<file path="src/rtl/sar_seq_pkg.sv">
// Package: shared phase and trigger-mode types plus configuration
// field positions for the SAR conversion sequencer.
package sar_seq_pkg;

    // Conversion phase of the sequencer.
    typedef enum logic [1:0] {
        PH_IDLE = 2'd0,
        PH_PRE  = 2'd1,
        PH_ACQ  = 2'd2,
        PH_CONV = 2'd3
    } phase_e;

    // Start source selection.
    typedef enum logic [1:0] {
        TM_SOFT = 2'd0,
        TM_CONT = 2'd1,
        TM_EXT  = 2'd2,
        TM_OFF  = 2'd3
    } trig_mode_e;

    // Configuration word layout.
    localparam int CFG_W    = 32;
    localparam int ACQ_LSB  = 16;
    localparam int ACQ_W    = 10;
    localparam int RATE_LSB = 0;
    localparam int RATE_W   = 10;
    localparam int DIFF_BIT = 12;

endpackage

</file>
<file path="src/rtl/sar_trig_unit.sv">
// Trigger unit: turns the selected start source into a one-cycle
// start request. It contains the external pin synchroniser with its
// rising-edge detector and the continuous-mode period timer.
// Assumes SYNC_STAGES >= 2 and a request-acceptance decision made
// downstream, so requests that come while busy are simply dropped.
module sar_trig_unit
    import sar_seq_pkg::*;
#(
    parameter int PER_W       = RATE_W,
    parameter int SYNC_STAGES = 2
) (
    input  logic             clk,
    input  logic             rst_n,
    input  logic [1:0]       mode_i,
    input  logic             sw_start_i,
    input  logic             ext_pin_i,
    input  logic [PER_W-1:0] period_i,
    output logic             req_o
);

    trig_mode_e             mode;
    logic [SYNC_STAGES-1:0] sync_q;
    logic                   sync_last_q;
    logic                   ext_rise;
    logic [PER_W-1:0]       rate_q;
    logic                   rate_tick;

    assign mode = trig_mode_e'(mode_i);

    // Synchronise the asynchronous pin and keep one more stage for edge detect.
    always_ff @(posedge clk) begin
        if (!rst_n) begin
            sync_q      <= '0;
            sync_last_q <= 1'b0;
        end else begin
            sync_q      <= {sync_q[SYNC_STAGES-2:0], ext_pin_i};
            sync_last_q <= sync_q[SYNC_STAGES-1];
        end
    end

    assign ext_rise = sync_q[SYNC_STAGES-1] & ~sync_last_q;

    // Period timer: a slot in the first enabled cycle, then every period cycles.
    always_ff @(posedge clk) begin
        if (!rst_n) begin
            rate_q <= '0;
        end else if (mode != TM_CONT) begin
            rate_q <= '0;
        end else if (rate_q == '0) begin
            rate_q <= (period_i == '0) ? '0 : period_i - PER_W'(1);
        end else begin
            rate_q <= rate_q - PER_W'(1);
        end
    end

    assign rate_tick = (mode == TM_CONT) && (rate_q == '0);

    // Pick the request from the selected source only.
    always_comb begin
        case (mode)
            TM_SOFT: req_o = sw_start_i;
            TM_CONT: req_o = rate_tick;
            TM_EXT:  req_o = ext_rise;
            default: req_o = 1'b0;
        endcase
    end

    // a continuous slot never comes while the timer is mid-count.
    a_r8_slot_spacing: assert property (@(posedge clk) disable iff (!rst_n)
        (mode == TM_CONT && $past(mode) == TM_CONT && $past(rate_q) > PER_W'(1))
            |-> !rate_tick);

endmodule

</file>
<file path="src/rtl/sar_phase_ctl.sv">
// Phase controller: accepts a start request when idle, then walks
// precharge (fixed), acquisition (programmable, captured at start)
// and conversion (one cycle per bit). It also captures the input
// mode bit. Assumes acquisition fields of zero mean one cycle.
module sar_phase_ctl
    import sar_seq_pkg::*;
#(
    parameter int AW      = ACQ_W,
    parameter int PRE_CYC = 4,
    parameter int NBITS   = 16
) (
    input  logic          clk,
    input  logic          rst_n,
    input  logic          req_i,
    input  logic [AW-1:0] acq_field_i,
    input  logic          diff_i,
    output phase_e        phase_o,
    output logic          acq_last_o,
    output logic          conv_last_o,
    output logic          diff_o
);

    localparam int NB_W  = $clog2(NBITS + PRE_CYC + 1);
    localparam int CNT_W = (AW > NB_W) ? AW : NB_W;

    phase_e            ph_q;
    logic [CNT_W-1:0]  cnt_q;
    logic [AW-1:0]     acq_len_q;
    logic              diff_q;
    logic              pre_last;
    logic [CNT_W-1:0]  acq_end;

    assign acq_end     = CNT_W'(acq_len_q) - CNT_W'(1);
    assign pre_last    = (ph_q == PH_PRE)  && (cnt_q == CNT_W'(PRE_CYC - 1));
    assign acq_last_o  = (ph_q == PH_ACQ)  && (cnt_q == acq_end);
    assign conv_last_o = (ph_q == PH_CONV) && (cnt_q == CNT_W'(NBITS - 1));

    // Phase sequencing and per-phase cycle count.
    always_ff @(posedge clk) begin
        if (!rst_n) begin
            ph_q      <= PH_IDLE;
            cnt_q     <= '0;
            acq_len_q <= '0;
            diff_q    <= 1'b0;
        end else begin
            case (ph_q)
                PH_IDLE: begin
                    if (req_i) begin
                        ph_q      <= PH_PRE;
                        cnt_q     <= '0;
                        acq_len_q <= (acq_field_i == '0) ? AW'(1) : acq_field_i;
                        diff_q    <= diff_i;
                    end
                end
                PH_PRE: begin
                    if (pre_last) begin
                        ph_q  <= PH_ACQ;
                        cnt_q <= '0;
                    end else begin
                        cnt_q <= cnt_q + CNT_W'(1);
                    end
                end
                PH_ACQ: begin
                    if (acq_last_o) begin
                        ph_q  <= PH_CONV;
                        cnt_q <= '0;
                    end else begin
                        cnt_q <= cnt_q + CNT_W'(1);
                    end
                end
                PH_CONV: begin
                    if (conv_last_o) begin
                        ph_q  <= PH_IDLE;
                        cnt_q <= '0;
                    end else begin
                        cnt_q <= cnt_q + CNT_W'(1);
                    end
                end
                default: ph_q <= PH_IDLE;
            endcase
        end
    end

    assign phase_o = ph_q;
    assign diff_o  = diff_q;

    // acquisition is entered only from precharge.
    a_r1_acq_after_pre: assert property (@(posedge clk) disable iff (!rst_n)
        (ph_q == PH_ACQ && $past(ph_q) != PH_ACQ) |-> $past(ph_q) == PH_PRE);

    // conversion is entered only from acquisition.
    a_r1_conv_after_acq: assert property (@(posedge clk) disable iff (!rst_n)
        (ph_q == PH_CONV && $past(ph_q) != PH_CONV) |-> $past(ph_q) == PH_ACQ);

    // precharge had lasted at least four cycles when it ends.
    a_r2_pre_length: assert property (@(posedge clk) disable iff (!rst_n)
        (ph_q == PH_ACQ && $past(ph_q) == PH_PRE) |-> $past(ph_q, 4) == PH_PRE);

    // a new precharge only ever starts from idle.
    a_r10_no_restart: assert property (@(posedge clk) disable iff (!rst_n)
        (ph_q == PH_PRE && $past(ph_q) != PH_PRE) |-> $past(ph_q) == PH_IDLE);

    // the mode bit only changes when a new conversion begins.
    a_r11_diff_hold: assert property (@(posedge clk) disable iff (!rst_n)
        (ph_q != PH_PRE || $past(ph_q) == PH_PRE) |-> $stable(diff_q));

endmodule

</file>
<file path="src/rtl/sar_bit_engine.sv">
// Bit engine: successive-approximation register. Armed at the end of
// acquisition, then one trial per cycle from MSB to LSB; the trial
// bit is kept when the comparator reports the input above the DAC.
// Assumes conv_i is high for exactly NBITS cycles after arm_i.
module sar_bit_engine #(
    parameter int NBITS = 16
) (
    input  logic             clk,
    input  logic             rst_n,
    input  logic             arm_i,
    input  logic             conv_i,
    input  logic             comp_i,
    output logic [NBITS-1:0] dac_code_o,
    output logic [NBITS-1:0] result_o,
    output logic             done_o
);

    localparam logic [NBITS-1:0] TOP_BIT = {1'b1, {(NBITS-1){1'b0}}};

    logic [NBITS-1:0] mask_q;
    logic [NBITS-1:0] bits_q;
    logic [NBITS-1:0] result_q;
    logic             done_q;
    logic [NBITS-1:0] trial;

    assign trial = bits_q | mask_q;

    // Trial decision, shift to next bit, final result capture.
    always_ff @(posedge clk) begin
        if (!rst_n) begin
            mask_q   <= '0;
            bits_q   <= '0;
            result_q <= '0;
            done_q   <= 1'b0;
        end else begin
            done_q <= 1'b0;
            if (arm_i) begin
                mask_q <= TOP_BIT;
                bits_q <= '0;
            end else if (conv_i) begin
                if (comp_i) begin
                    bits_q <= trial;
                end
                mask_q <= mask_q >> 1;
                if (mask_q[0]) begin
                    result_q <= comp_i ? trial : bits_q;
                    done_q   <= 1'b1;
                end
            end
        end
    end

    assign dac_code_o = conv_i ? trial : '0;
    assign result_o   = result_q;
    assign done_o     = done_q;

    // exactly one trial bit is active during conversion.
    a_r5_one_trial: assert property (@(posedge clk) disable iff (!rst_n)
        conv_i |-> $countones(mask_q) == 1);

    // the first trial is the MSB.
    a_r5_msb_first: assert property (@(posedge clk) disable iff (!rst_n)
        $rose(conv_i) |-> mask_q[NBITS-1]);

    // done lasts a single cycle.
    a_r6_done_pulse: assert property (@(posedge clk) disable iff (!rst_n)
        done_q |=> !done_q);

endmodule

</file>
<file path="src/rtl/sar_seq.sv">
// Top: SAR ADC conversion sequencer. Ties the trigger unit, phase
// controller and bit engine together and decodes phase controls for
// the analog front end. Assumes a combinational comparator model
// that follows dac_code_o within the same cycle.
module sar_seq
    import sar_seq_pkg::*;
#(
    parameter int NBITS       = 16,
    parameter int PRE_CYC     = 4,
    parameter int SYNC_STAGES = 2
) (
    input  logic             clk,
    input  logic             rst_n,
    input  logic [CFG_W-1:0] cfg_i,
    input  logic [1:0]       trig_mode_i,
    input  logic             sw_start_i,
    input  logic             ext_trig_i,
    input  logic             comp_i,
    output logic             pre_o,
    output logic             acq_o,
    output logic             cnv_o,
    output logic             diff_o,
    output logic [NBITS-1:0] dac_code_o,
    output logic             busy_o,
    output logic             done_o,
    output logic [NBITS-1:0] result_o
);

    phase_e phase;
    logic   req;
    logic   acq_last;
    logic   conv_last;

    sar_trig_unit #(
        .PER_W       (RATE_W),
        .SYNC_STAGES (SYNC_STAGES)
    ) u_trig (
        .clk        (clk),
        .rst_n      (rst_n),
        .mode_i     (trig_mode_i),
        .sw_start_i (sw_start_i),
        .ext_pin_i  (ext_trig_i),
        .period_i   (cfg_i[RATE_LSB +: RATE_W]),
        .req_o      (req)
    );

    sar_phase_ctl #(
        .AW      (ACQ_W),
        .PRE_CYC (PRE_CYC),
        .NBITS   (NBITS)
    ) u_phase (
        .clk         (clk),
        .rst_n       (rst_n),
        .req_i       (req),
        .acq_field_i (cfg_i[ACQ_LSB +: ACQ_W]),
        .diff_i      (cfg_i[DIFF_BIT]),
        .phase_o     (phase),
        .acq_last_o  (acq_last),
        .conv_last_o (conv_last),
        .diff_o      (diff_o)
    );

    sar_bit_engine #(
        .NBITS (NBITS)
    ) u_bits (
        .clk        (clk),
        .rst_n      (rst_n),
        .arm_i      (acq_last),
        .conv_i     (cnv_o),
        .comp_i     (comp_i),
        .dac_code_o (dac_code_o),
        .result_o   (result_o),
        .done_o     (done_o)
    );

    // Front-end control decode from the current phase.
    assign pre_o  = (phase == PH_PRE);
    assign acq_o  = (phase == PH_ACQ);
    assign cnv_o  = (phase == PH_CONV);
    assign busy_o = (phase != PH_IDLE);

    // conversion starts on the edge the direct switches open.
    a_r4_cnv_with_open: assert property (@(posedge clk) disable iff (!rst_n)
        $rose(cnv_o) |-> $fell(acq_o));

    // the final trial of the controller lines up with the engine's done.
    a_r6_done_align: assert property (@(posedge clk) disable iff (!rst_n)
        conv_last |=> done_o);

    // busy is low while the result strobe is shown.
    a_r6_idle_at_done: assert property (@(posedge clk) disable iff (!rst_n)
        done_o |-> !busy_o);

endmodule

</file>
<file path="config.mk">
export PLATFORM = sky130hd
export DESIGN_NAME = sar_seq
export DESIGN_NICKNAME = d
export VERILOG_FILES = /design/src/rtl/sar_seq_pkg.sv /design/src/rtl/sar_trig_unit.sv /design/src/rtl/sar_phase_ctl.sv /design/src/rtl/sar_bit_engine.sv /design/src/rtl/sar_seq.sv
export SDC_FILE = /design/constraint.sdc
export NUM_CORES = 1
export LEC_CHECK = 0
export BUFFER_PORTS_ARGS = -buffer_cell sky130_fd_sc_hd__buf_2
export CAP_MARGIN = 20
export CORE_MARGIN = 1.5
export CORE_UTILIZATION = 45
export DETAILED_ROUTE_END_ITERATION = 6
export PLACE_DENSITY = 0.67
export SETUP_SLACK_MARGIN = 0.2
export SLEW_MARGIN = 20
export SYNTH_ARGS = -nofsm -noshare
export SYNTH_HDL_FRONTEND = slang
export SYNTH_SLANG_ARGS = --single-unit
</file>
<file path="constraint.sdc">
create_clock -name clk -period 8.1 [get_ports clk]
set_clock_uncertainty 0.2 [all_clocks]
set_input_delay 0.405 -clock clk [delete_from_list [all_inputs] [get_ports clk]]
set_output_delay 0.405 -clock clk [all_outputs]
set_load 0.1 [all_outputs]
</file>
== Word level (Yosys, flattened, before mapping) ==
Index checks and enable logic that the tools add are counted.

* Bitwise gates (word level): 6
* Muxes and demuxes: 19
* Add/subtract/negate cells: 4
* Eq/ne operators: 13
* Reductions and logical operators: 17

{| class="wikitable"
|+ Operators by type and width
! kind !! count
|-
| $mux 10 || 7
|-
| $mux 16 || 4
|-
| $pmux 10 s4 || 1
|-
| $logic_not 10->1 || 3
|-
| $sub 10x1->10 const B || 3
|-
| $or 16x16->16 || 1
|-
| $add 10x1->10 const B || 1
|-
| $eq 10x10->1 || 1
|-
| $eq 10x2->1 const B || 1
|-
| $eq 10x4->1 const B || 1
|-
| $mux 2 || 4
|-
| $pmux 2 s4 || 1
|-
| $eq 2x2->1 const B || 3
|-
| $ne 2x1->1 const B || 3
|-
| $eq 2x1->1 const B || 2
|-
| $logic_and 1x1->1 || 4
|-
| $logic_not 2->1 || 2
|-
| $ne 2x2->1 const B || 2
|-
| $not 1->1 || 4
|-
| $reduce_and 4->1 || 1
|-
| $reduce_bool 2->1 || 2
|-
| $reduce_or 2->1 || 2
|-
| $pmux 1 s3 || 1
|-
| $reduce_and 3->1 || 1
|-
| other kinds (4) || 4
|}

* Flip-flop bits (word level): 85
* Output and inout bits: 38
* Input bits: 39

== Longest topological paths before layout ==
Gate-level depths: netlist (run 1).

* Depth after elaboration: 5
* Depth in mapped cells: 11
* Mapped depth without buffers: 9

== Hierarchy ==
From an unflattened synthesis (run 1), not the netlist that was laid out.

* Cells, all modules: 505
* Area total of the unflattened synthesis: 4,406.7 µm²

{| class="wikitable"
|+ By module, submodules not included
! module !! times used !! sequential area each (µm²) !! area an instance (µm²) !! cells an instance
|-
| sar_bit_engine || 1 || 980.9 || 1,910.6 || 200
|-
| sar_phase_ctl || 1 || 460.4 || 1,557.7 || 188
|-
| sar_trig_unit || 1 || 260.2 || 909.6 || 113
|-
| sar_seq || 1 || 0.0 || 28.8 || 4
|}

== Worst setup path before layout (run 1) ==
OpenSTA, ideal clock, no wires.

* Path type: reg2reg
* Start point: register u_phase.ph_q[0], in the netlist u_phase.phase_o[0]
* End point: register u_bits.result_q[10], in the netlist u_bits.result_o[10]
* Setup time: 0.072 ns
* Data arrival time: 3.878 ns
* Slack: 3.949 ns
* Cell stages (with the launch flop): 8
* Period minus slack after synthesis: 4.151 ns
* Path through: dfxtp_1 > ha_1 > clkbuf_1 > clkinv_1 > clkbuf_1 > nor2_1 > o211ai_1 > a21oi_1

* Elaborated cells on any way between the ends: 5
* Those cells by class: 2 x eq/ne; 1 x bitwise; 2 x reduce/logical

{| class="wikitable"
|+ RTL lines
! item !! line !! RTL
|-
| start, declared || sar_phase_ctl.sv:26 || <nowiki>phase_e ph_q;</nowiki>
|-
| start signal, assigned || sar_phase_ctl.sv:41 || <nowiki>ph_q <= PH_IDLE;</nowiki>
|-
| start signal, assigned || sar_phase_ctl.sv:49 || <nowiki>ph_q <= PH_PRE;</nowiki>
|-
| start signal, assigned || sar_phase_ctl.sv:57 || <nowiki>ph_q <= PH_ACQ;</nowiki>
|-
| $eq 2x2->1 || sar_seq.sv:79 || <nowiki>assign cnv_o = (phase == PH_CONV);</nowiki>
|-
| net cnv_o || sar_seq.sv:21 || <nowiki>output logic cnv_o,</nowiki>
|-
| $reduce_and 3->1 (no source line) || -- ||
|-
| end signal, assigned || sar_bit_engine.sv:46 || <nowiki>result_q <= comp_i ? trial : bits_q;</nowiki>
|-
| end, declared || sar_bit_engine.sv:22 || <nowiki>logic [NBITS-1:0] result_q;</nowiki>
|}

The timed path passes the listed nets, and every way through them passes these cells.
A chain may end at the register's enable or synchronous reset.

== Final worst setup path (run 1) ==
* Start point: register u_phase.acq_len_q[0]
* End point: register u_bits.result_q[0], in the netlist u_bits.result_o[0]

* Word-level cells in the longest chain between the ends: 5

{| class="wikitable"
|+ RTL lines
! item !! line !! RTL
|-
| start, declared || sar_phase_ctl.sv:28 || <nowiki>logic [AW-1:0] acq_len_q;</nowiki>
|-
| start signal, assigned || sar_phase_ctl.sv:51 || <nowiki>acq_len_q <= (acq_field_i == '0) ? AW'(1) : acq_field_i;</nowiki>
|-
| $sub 10x1->10 || sar_phase_ctl.sv:33 || <nowiki>assign acq_end = CNT_W'(acq_len_q) - CNT_W'(1);</nowiki>
|-
| $eq 10x10->1 || sar_phase_ctl.sv:35 || <nowiki>assign acq_last_o = (ph_q == PH_ACQ) && (cnt_q == acq_end);</nowiki>
|-
| $logic_and 1x1->1 || sar_phase_ctl.sv:35 ||
|-
| $not 1->1 (no source line) || -- ||
|-
| $reduce_and 3->1 (no source line) || -- ||
|}

Every way passes these cells.

==> flow_summary_export.csv, run 1 <==
group,metric,value,unit
status,status,"finished, final reports clean",
setup_path,worstPathCellList,"inv_1 > ha_1 > or4b_1 > nor2_1 > xnor3_1 > and3_1 > a21oi_2 > a21oi_1 > a311oi_1",
finish,nets,594,
clock_tree,htree_levels,3,
yosys,netlist_instances,492,
route,vias,3562,
finish,multiInputGateArea,2240,um2
yosys,synth_warnings,0,
yosys,synth-seq-cells,85,
setup_path,crit_path_max_fanout,17,
timing,hold_viol_final,0,
floorplanning,die_area,9740,um2
setup_path,max_stage_delay,0.66,ns
global_route,met2_usage,0.332,
timing,worst_slew_pin_slew,0.986,ns
finish,fillerInstances,827,
floorplanning,initial_core_util,0.468,
clock_tree,cts_tree,"yes",
setup_path,crit_required,8.16,ns
power_and_ir_drop,power,1.22,mW
yosys,syn_area_per_cell,8.37,um2
clock_tree,hold_buffers,0,
setup_path,cp-end-kind,"flip-flop",
setup_path,cp.arrival,3.36,ns
yosys,ys_seq_area_frac,0.413,
finish,num_antenna_cells,0,
floorplanning,die_w,98.7,um
power_and_ir_drop,power_leakage,1.97,nW
yosys,ys_top_cells_by_area,"dfxtp_1 (41%), nor2_1 (9.6%), mux2i_1 (7.0%)",
timing,fin_crit_sh,0.408,
global_route,grt_first_pass_wirelength,15200,um
global_route,grt_start_max_net_pins,34,
setup_path,timing.rr.start,"u_phase.acq_len_q[0]",
setup_path,critPathKind,"flip-flop to flip-flop",
clock_tree,clkTransAtPathRegs,0.09,ns
power_and_ir_drop,powerDensity,256,nW/um2
yosys,synthArstFlopShare,0,
global_route,antenna_found_initial,0,
floorplanning,fp.dieH,98.7,um
finish,mostFrequentLayoutCell,"nor2_1",
finish,design_area,4760,um2
yosys,ys.flop_type,"dfxtp_1",
finish,drive_gt1_frac,0.168,
timing,setup_viol,0,
floorplanning,coreArea,8810,um2
route,wire_per_inst,13.6,um
timing,tns,0,ns
route,firstDrtPassIters,6,
setup_path,startpoint,"u_phase.acq_len_q[0]",
global_route,overflow,0,
global_route,met3_usage,0.0468,
route,routed_via_density,5.40,
floorplanning,num_rows,34,
timing,max_freq,303,MHz
finish,area_growth_syn_to_layout,15.6,%
clock_tree,clock_latency,0.35,ns
min_path,hold_start,"ext_trig_i",
setup_path,worstSetupStartpointType,"flip-flop",
global_route,gr-usage-met1,0.233,
route,ant_nets,0,
clock_tree,ctsRootBufferMaster,"clkbuf_8",
timing,period_minus_slack,3.30,ns
timing,max_slew_margin,0.337,
finish,most-common-layout-cells,"nor2_1 (105), dfxtp_1 (85), buf_2 (65)",
place,dpl-instance-area,4480,um2
clock_tree,ctsLongestPathBuffers,2,
clock_tree,cts_sinks,85,
finish,fin_cells,660,
place,dpl.hpwl,6280,um
route,routed_wl,8940,um
clock_tree,cts-buffers-inserted,9,
power_and_ir_drop,vdd_drop_max,108,uV
route,first_iter_violations,155,
floorplanning,ioPinCount,77,
place,port_buffers,65,
yosys,synth_edf_count,0,
timing,grt_setup_unrepaired,"false",
route,drc,0,
setup_path,slowest_stage,"a21oi_2",
yosys,synth_top_area_cell,"dfxtp_1",
min_path,hold_class,"primary input to flip-flop",
global_route,grt_pass1_vias,3379,
global_route,busiest_layer,"met2",
global_route,track_usage,0.192,
clock_tree,post_cts_buffers,0,
yosys,syn_nets,539,
timing,maxSlewViolCount,0,
yosys,netlist-cell-type-count,53,
yosys,syn_area,4120,um2
place,dp_cells,643,
finish,seq_area,1700,um2
yosys,synth_top_area_share,0.413,
place,gp_congestion,0.814,
clock_tree,cts_resized,0,
job,cap_violations,0,
## cell usage after synthesis, drive strengths merged (6+ instances only)
| cell | count |
|---|---|
| xnor2 | 9 |
| nor4 | 6 |
| a21oi | 42 |
| nor3 | 14 |
| dfxtp | 85 |
| mux2i | 29 |
| xor2 | 19 |
| buf | 6 |
| o22a | 7 |
| clkbuf | 18 |
| nor2 | 105 |
| o211ai | 17 |
| nand2 | 40 |
| ha | 8 |
| nand3 | 9 |
| inv | 18 |
## logic make-up after synthesis
| family | Yosys count | share of synthesized area |
|---|---|---|
| AOI/OAI and AO/OA | 98 | 0.160 |
| xor gates and xnor gates | 29 | 0.0650 |
| adders and majority gates | 8 | 0.0243 |
| buffers and inverters | 43 | 0.0446 |
| DFF | 85 | 0.413 |
| muxes | 29 | 0.0705 |
| and+or+nand+nor | 200 | 0.223 |
## through the flow
stage	hold WS, ns	worst slack (ns)	util
floorplan	0.212	3.95	-
global placement	0.219	4.83	0.509
detailed placement	0.228	4.76	0.509
CTS	0.0473	4.74	0.537
global route	0.0525	4.51	0.541
finish	0.0621	4.80	0.541
## registers in the layout (all words and copies together) (netlist names)
| signal | cells |
|---|---|
| u_phase.cnt_q | 10 |
| u_bits.mask_q | 16 |
| u_phase.acq_len_q | 10 |
| u_bits.done_o | 1 |
| u_trig.rate_q | 10 |
| u_bits.result_o | 16 |
| u_bits.bits_q | 16 |
| u_trig.sync_last_q | 1 |
| u_phase.diff_o | 1 |
| u_phase.phase_o | 2 |
| u_trig.sync_q | 2 |
## critical path, delay by kind of cell, from the launching register on
family	cells	cell delay [ns]
AO/OA/AOI/OAI	3	1.08
XOR/XNOR	1	0.21
adder cells (fa/ha/maj)	1	0.30
buffers and inverters	1	0.09
flip-flops	1	0.36
AND/OR/NAND/NOR	3	0.96
## worst paths after layout
| check | to | slack [ns] | cells after the start |
|---|---|---|---|
| worst max-delay path | u_bits.result_o[0] | 4.80 | 9 |
| worst min-delay path | u_trig.sync_q[0] | 0.06 | 2 |
| worst max register to register | u_bits.result_o[0] | 4.80 | 9 |
| worst min register to register | u_trig.sync_q[1] | 0.25 | 1 |
## routing by layer
metal,wire [um],part of all wire,vias up
li1,-,-,1810
met2,4330,0.48,61
met1,4180,0.47,1682
met4,93,0.010,0
met3,346,0.039,9
met5,0,0,-
## power by group
group          internal, mW  total (mW)  switching [mW]
clock network         0.215       0.368           0.153
logic                 0.142       0.388           0.246
registers             0.438       0.462          0.0249
total                 0.794        1.22           0.424
## cell type report
| cell class | instances | area share |
|---|---|---|
| multi-input cells | 364 | 0.470 |
| clock buffers | 11 | 0.0297 |
| inverters | 19 | 0.0150 |
| flip-flops and latches | 85 | 0.357 |
| well taps | 108 | 0.0284 |
| clock inverters | 5 | 0.0226 |
| repair buffers | 68 | 0.0772 |
No activity file was read; power rests on OpenSTA's default activity.
==> run 2, diff against run 1 <==
--- a/config.mk
+++ b/config.mk
@@ -5,6 +5,7 @@
 export SDC_FILE = /design/constraint.sdc
 export NUM_CORES = 1
 export LEC_CHECK = 0
+export ABC_AREA = 1
 export BUFFER_PORTS_ARGS = -buffer_cell sky130_fd_sc_hd__buf_2
 export CAP_MARGIN = 20
 export CORE_MARGIN = 1.5
==> constraint.sdc (replaced) <==
create_clock -name clk -period 3.4 [get_ports clk]
set_clock_uncertainty 0.2 [all_clocks]
set_input_delay 0.17 -clock clk [delete_from_list [all_inputs] [get_ports clk]]
set_output_delay 0.17 -clock clk [all_outputs]
set_load 0.1 [all_outputs]
==> run 2 against run 1 <==
Effect of this change: the run now ends with hold timing left; area after synthesis is 4.2% higher; critical path depth shrank 4; power increased by 150%; core utilization up 1.5 points.
==> flow_summary_export.csv, run 2 <==
group,metric,value,unit
status,violations,"hold timing",
power_and_ir_drop,power,2.99,mW
timing,period_minus_slack,2.82,ns
yosys,ys.flop_type,"dfxtp_1",
setup_path,slowest_stage,"buf_2",
setup_path,crit_path_max_fanout,44,
setup_path,crit_required,3.03,ns
route,vias,4153,
job,cap_violations,0,
place,dpl.hpwl,7200,um
power_and_ir_drop,power_leakage,2.30,nW
clock_tree,cts-buffers-inserted,9,
clock_tree,htree_levels,3,
global_route,grt_pass1_vias,4036,
global_route,antenna_found_initial,0,
clock_tree,ctsRootBufferMaster,"clkbuf_8",
timing,maxSlewViolCount,0,
clock_tree,clkTransAtPathRegs,0.09,ns
yosys,syn_nets,679,
yosys,synth_top_area_cell,"dfxtp_1",
setup_path,cp_top_family,"buffers and inverters",
setup_path,max_stage_delay,0.47,ns
yosys,syn_area,4290,um2
timing,worst_slew_pin_slew,0.934,ns
route,routed_wl,10200,um
timing,hold_viol_final,1,
setup_path,worstPathCellList,"ha_1 > buf_4 > inv_1 > a21oi_1 > buf_2",
floorplanning,initial_core_util,0.465,
route,wire_per_inst,12.2,um
clock_tree,cts_sinks,85,
place,dp_cells,805,
timing,setup_viol,0,
finish,most-common-layout-cells,"nand2_1 (114), inv_1 (88), dfxtp_1 (85)",
yosys,synthArstFlopShare,0,
global_route,grt_start_max_net_pins,45,
clock_tree,post_cts_buffers,0,
min_path,hold_class,"primary input to flip-flop",
yosys,netlist-cell-type-count,26,
finish,mostFrequentLayoutCell,"nand2_1",
floorplanning,die_w,101,um
timing,max_freq,354,MHz
global_route,track_usage,0.212,
timing,tns,0,ns
yosys,yosysMostFrequentCell,"nand2_1",
timing,fin_crit_sh,0.831,
timing,setup_slack,0.576,ns
yosys,synth_top_area_share,0.396,
floorplanning,ioPinCount,77,
clock_tree,cts_tree,"yes",
route,drc,0,
floorplanning,fp.dieH,101,um
route,first_iter_violations,157,
global_route,grt_first_pass_wirelength,17500,um
timing,max_slew_margin,0.377,
setup_path,cp.arrival,2.45,ns
power_and_ir_drop,powerDensity,581,nW/um2
finish,seq_area,1700,um2
floorplanning,num_rows,35,
finish,fillerInstances,912,
route,ant_nets,0,
floorplanning,coreArea,9240,um2
finish,drive_gt1_frac,0.139,
yosys,syn_area_per_cell,6.79,um2
route,routed_via_density,4.93,
floorplanning,die_area,10100,um2
setup_path,critPathKind,"flip-flop to output pin",
yosys,synth_edf_count,0,
yosys,synth_warnings,0,
setup_path,cp-end-kind,"output pin",
setup_path,worstSetupStartpointType,"flip-flop",
place,port_buffers,65,
global_route,overflow,0,
yosys,ys_seq_area_frac,0.396,
yosys,ys_top_cells_by_area,"dfxtp_1 (40%), nand2_1 (10%), a21oi_1 (9.8%)",
timing,grt_setup_unrepaired,"false",
yosys,synth-seq-cells,85,
route,firstDrtPassIters,5,
clock_tree,cts_resized,0,
status,status,"finished, violations left",
yosys,synthTopCellsByCount,"nand2_1 (114), inv_1 (88), dfxtp_1 (85)",
finish,nets,757,
timing,worst_hold_slack,-0.00252,ns
place,dp_slack,0.709,ns
clock_tree,clock_latency,0.36,ns
clock_tree,ctsLongestPathBuffers,2,
finish,num_antenna_cells,0,
yosys,netlist_instances,632,
setup_path,cp.buffers_inverters,3,
power_and_ir_drop,vdd_drop_max,318,uV
finish,fin_cells,843,
finish,multiInputGateArea,2110,um2
finish,area_growth_syn_to_layout,19.7,%
place,gp_congestion,0.826,
## run 2: cell count changes in the layout (fill, tap and decap cells not counted), sizes merged, moves of 4 or more
cell | before | now
a21oi | 42 | 84
dlygate4sd3 | 0 | 23
inv | 18 | 93
nor2 | 105 | 86
mux2i | 29 | 0
nand3 | 9 | 47
and2 | 5 | 0
nor3 | 14 | 8
o22a | 7 | 0
xor2 | 19 | 15
o211ai | 17 | 1
o21ai | 5 | 40
nand2b | 4 | 0
nand2 | 40 | 118
## run 2: what timing repair did
action,CTS,global route
hold buffers,23,0
endpoints found under the hold margin,24,0
endpoints found under the setup margin,0,0
## run 2: stage by stage
step                      cell area [um2]  utilization
final                                5140        0.556
after global placement               4670        0.505
after global routing                 5140        0.556
after CTS                            5140        0.556
after detailed placement             4670        0.505
after floorplan                      4290            -
## run 2: final timing paths
kind	startpoint	endpoint	slack (ns)	cells after the start
worst max-delay path	u_phase.phase_o[0]	dac_code_o[13]	0.58	5
worst min-delay path	rst_n	u_trig.sync_q[1]	-0.003	3
worst max register to register	u_phase.acq_len_q[0]	u_bits.bits_q[0]	0.73	12
worst min register to register	u_trig.sync_q[0]	u_trig.sync_q[1]	0.22	2
## run 2: cell type report
type | instances | share of cell area
Clock inverter | 6 | 0.0231
Sequential cell | 85 | 0.331
Tap cell | 129 | 0.0314
Multi-Input combinational cell | 431 | 0.411
Clock buffer | 9 | 0.0241
Timing Repair Buffer | 91 | 0.112
Inverter | 92 | 0.0672
## run 2: tightest hold or removal path: cells and delay by family
kind	cells	cell delay, ns
buffers and inverters	2	0.24
AND/OR/NAND/NOR	1	0.10
## run 2: cells by family (layout without fill, tap and decap cells)
group,Yosys count,count (layout),share of synthesized area
AOI/OAI and AO/OA,131,131,0.159
adders and majority gates,8,8,0.0233
DFF,85,85,0.396
xor gates and xnor gates,22,22,0.0449
buffers and inverters,116,198,0.112
and+or+nand+nor,270,270,0.265
## run 2: where the power goes
part	internal, mW	total [mW]	switching, mW	leakage, nW
sequential	1.05	1.11	0.0586	0.688
combinational	0.283	1.00	0.717	1.49
clock	0.493	0.873	0.380	0.122
## run 2: routing by layer
metal,wire (um),vias to the layer above,share of wire,global-route usage
li1,-,2166,-,-
met4,132,0,0.013,0.0596
met1,4680,1884,0.46,0.252
met5,0,-,0,0
met2,4980,87,0.49,0.386
met3,460,16,0.045,0.0416
==> run 3, diff against run 2 <==
--- a/config.mk
+++ b/config.mk
@@ -11,7 +11,7 @@
 export CORE_MARGIN = 1.5
 export CORE_UTILIZATION = 45
 export DETAILED_ROUTE_END_ITERATION = 6
-export PLACE_DENSITY = 0.67
+export PLACE_DENSITY = 0.69
 export SETUP_SLACK_MARGIN = 0.2
 export SLEW_MARGIN = 20
 export SYNTH_ARGS = -nofsm -noshare
==> constraint.sdc (replaced) <==
create_clock -name clk -period 2.56 [get_ports clk]
set_clock_uncertainty 0.2 [all_clocks]
set_input_delay 0.128 -clock clk [delete_from_list [all_inputs] [get_ports clk]]
set_output_delay 0.128 -clock clk [all_outputs]
set_load 0.1 [all_outputs]
==> run 3 against run 2 <==
Effect of this change: the flow now finishes without violations; setup slack got worse by 0.28 ns; non-clock buffer count increased by 14; critical endpoint is now u_bits.mask_q[1]; die area unchanged; wire length increased by 12%; clock-buffer cell count increased by 1; global-route usage increased by 1.5 points; sequential share of layout area decreased by 3.7 points; critical path type is now flip-flop to flip-flop; first-iteration DRC count decreased by 3.2%; largest cell class unchanged.
==> flow_summary_export.csv, run 3 (synthesized netlist as in run 2, its figures left out) <==
group,metric,value,unit
status,status,"finished, final reports clean",
clock_tree,cts-buffers-inserted,9,
power_and_ir_drop,power_leakage,2.44,nW
global_route,track_usage,0.227,
setup_path,startpoint,"u_phase.acq_len_q[0]",
route,firstDrtPassIters,5,
clock_tree,ctsRootBufferMaster,"clkbuf_8",
setup_path,timing.rr.start,"u_phase.acq_len_q[0]",
floorplanning,coreArea,9240,um2
min_path,hold_class,"primary input to flip-flop",
global_route,overflow,0,
setup_path,crit_required,2.61,ns
floorplanning,num_rows,35,
power_and_ir_drop,powerDensity,709,nW/um2
route,wire_per_inst,13.3,um
clock_tree,cts_sinks,85,
setup_path,crit_path_max_fanout,15,
route,routed_wl,11500,um
clock_tree,htree_levels,3,
global_route,gr-usage-met1,0.276,
global_route,antenna_found_initial,0,
finish,final_util,0.628,
finish,mostFrequentLayoutCell,"nand2_1",
route,first_iter_violations,152,
timing,max_slew_margin,0.345,
route,routed_via_density,5.05,
power_and_ir_drop,vdd_drop_max,424,uV
timing,maxSlewViolCount,0,
min_path,hold_start,"cfg_i[1]",
place,dp_slack,0.124,ns
timing,grt_setup_unrepaired,"false",
timing,setup_viol,0,
setup_path,cp.buffers_inverters,4,
clock_tree,clock_latency,0.36,ns
floorplanning,die_w,101,um
finish,num_antenna_cells,0,
place,dp_cells,809,
clock_tree,ctsLongestPathBuffers,2,
finish,nets,772,
timing,worst_hold_slack,0.0174,ns
finish,area_growth_syn_to_layout,35.1,%
setup_path,worstSetupStartpointType,"flip-flop",
global_route,met3_usage,0.0506,
place,dpl.hpwl,7260,um
timing,fin_crit_sh,0.884,
place,gp_congestion,0.851,
global_route,busiest_layer,"met2",
clock_tree,clkTransAtPathRegs,0.09,ns
place,port_buffers,65,
route,ant_nets,0,
setup_path,worstPathCellList,"inv_2 > ha_4 > inv_2 > nand2_1 > nand3_1 > nand2_1 > a21oi_2 > nand2_2 > nor2_4 > nand4_4 > buf_4 > nand2_4 > clkbuf_16 > nor2_1",
setup_path,slowest_stage,"dfxtp_2",
global_route,grt_first_pass_wirelength,18600,um
timing,period_minus_slack,2.26,ns
floorplanning,die_area,10100,um2
setup_path,cp-end-kind,"flip-flop",
timing,worst_slew_pin_slew,0.982,ns
global_route,grt_start_max_net_pins,32,
timing,setup_slack,0.296,ns
global_route,grt_pass1_vias,4216,
finish,fin_cells,859,
timing,max_freq,442,MHz
timing,tns,0,ns
timing,hold_viol_final,0,
floorplanning,initial_core_util,0.465,
floorplanning,fp.dieH,101,um
setup_path,critPathKind,"flip-flop to flip-flop",
setup_path,max_stage_delay,0.37,ns
finish,drive_gt1_frac,0.200,
route,vias,4336,
global_route,met2_usage,0.396,
setup_path,cp.arrival,2.32,ns
job,cap_violations,0,
setup_path,cp_top_family,"simple AND/OR/NAND/NOR gates",
finish,most-common-layout-cells,"nand2_1 (110), inv_1 (85), dfxtp_1 (83)",
floorplanning,ioPinCount,77,
route,drc,0,
clock_tree,cts_tree,"yes",
run 3: repair_timing:
action                                  in CTS  in global routing
buffers inserted                             1                  4
endpoints found under the setup margin      18                 73
endpoints found under the hold margin       30                  0
hold buffers                                25                  0
gates cloned                                 2                  2
gates resized for setup                      8                 29
pin swaps                                    2                  4
run 3: metrics by stage:
step	total power, mW	area, um2
CTS	4.00	5640
finish	4.11	5800
floorplan	2.58	4450
global placement	2.81	5080
global route	4.34	5800
detailed placement	2.85	5080
run 3: power breakdown:
part,switching [mW],internal (mW),total [mW]
Sequential,0.0839,1.40,1.49
Clock,0.512,0.585,1.10
Combinational,1.07,0.461,1.53
Total,1.67,2.45,4.11
run 3: layout make-up:
type / count / area, um2
Sequential cell: 85 / 1700
Tap cell: 129 / 161
Fill cell: 800 / 3440
Clock buffer: 10 / 138
Timing Repair Buffer: 105 / 1000
Inverter: 92 / 345
Multi-Input combinational cell: 432 / 2360
Clock inverter: 6 / 92.6
run 3: worst paths after layout:
path / to / slack, ns / cells after the start
max reg2reg: u_bits.mask_q[1] / 0.30 / 14
max: u_bits.mask_q[1] / 0.30 / 14
min reg2reg: u_trig.sync_q[1] / 0.22 / 2
min: u_trig.rate_q[1] / 0.02 / 6
run 3: metal layers:
layer	part of all wire	wire, um
met1	0.43	4940
met3	0.047	538
met4	0.016	188
met2	0.51	5790
met5	0	0
run 3: worst reg2reg max path: cells and delay by family, from the launching register on:
| kind | cells | cell delay (ns) |
|---|---|---|
| DFF | 1 | 0.37 |
| AOI/OAI and AO/OA | 1 | 0.14 |
| buffers and inverters | 4 | 0.51 |
| adders and majority gates | 1 | 0.18 |
| and+or+nand+nor | 8 | 0.76 |
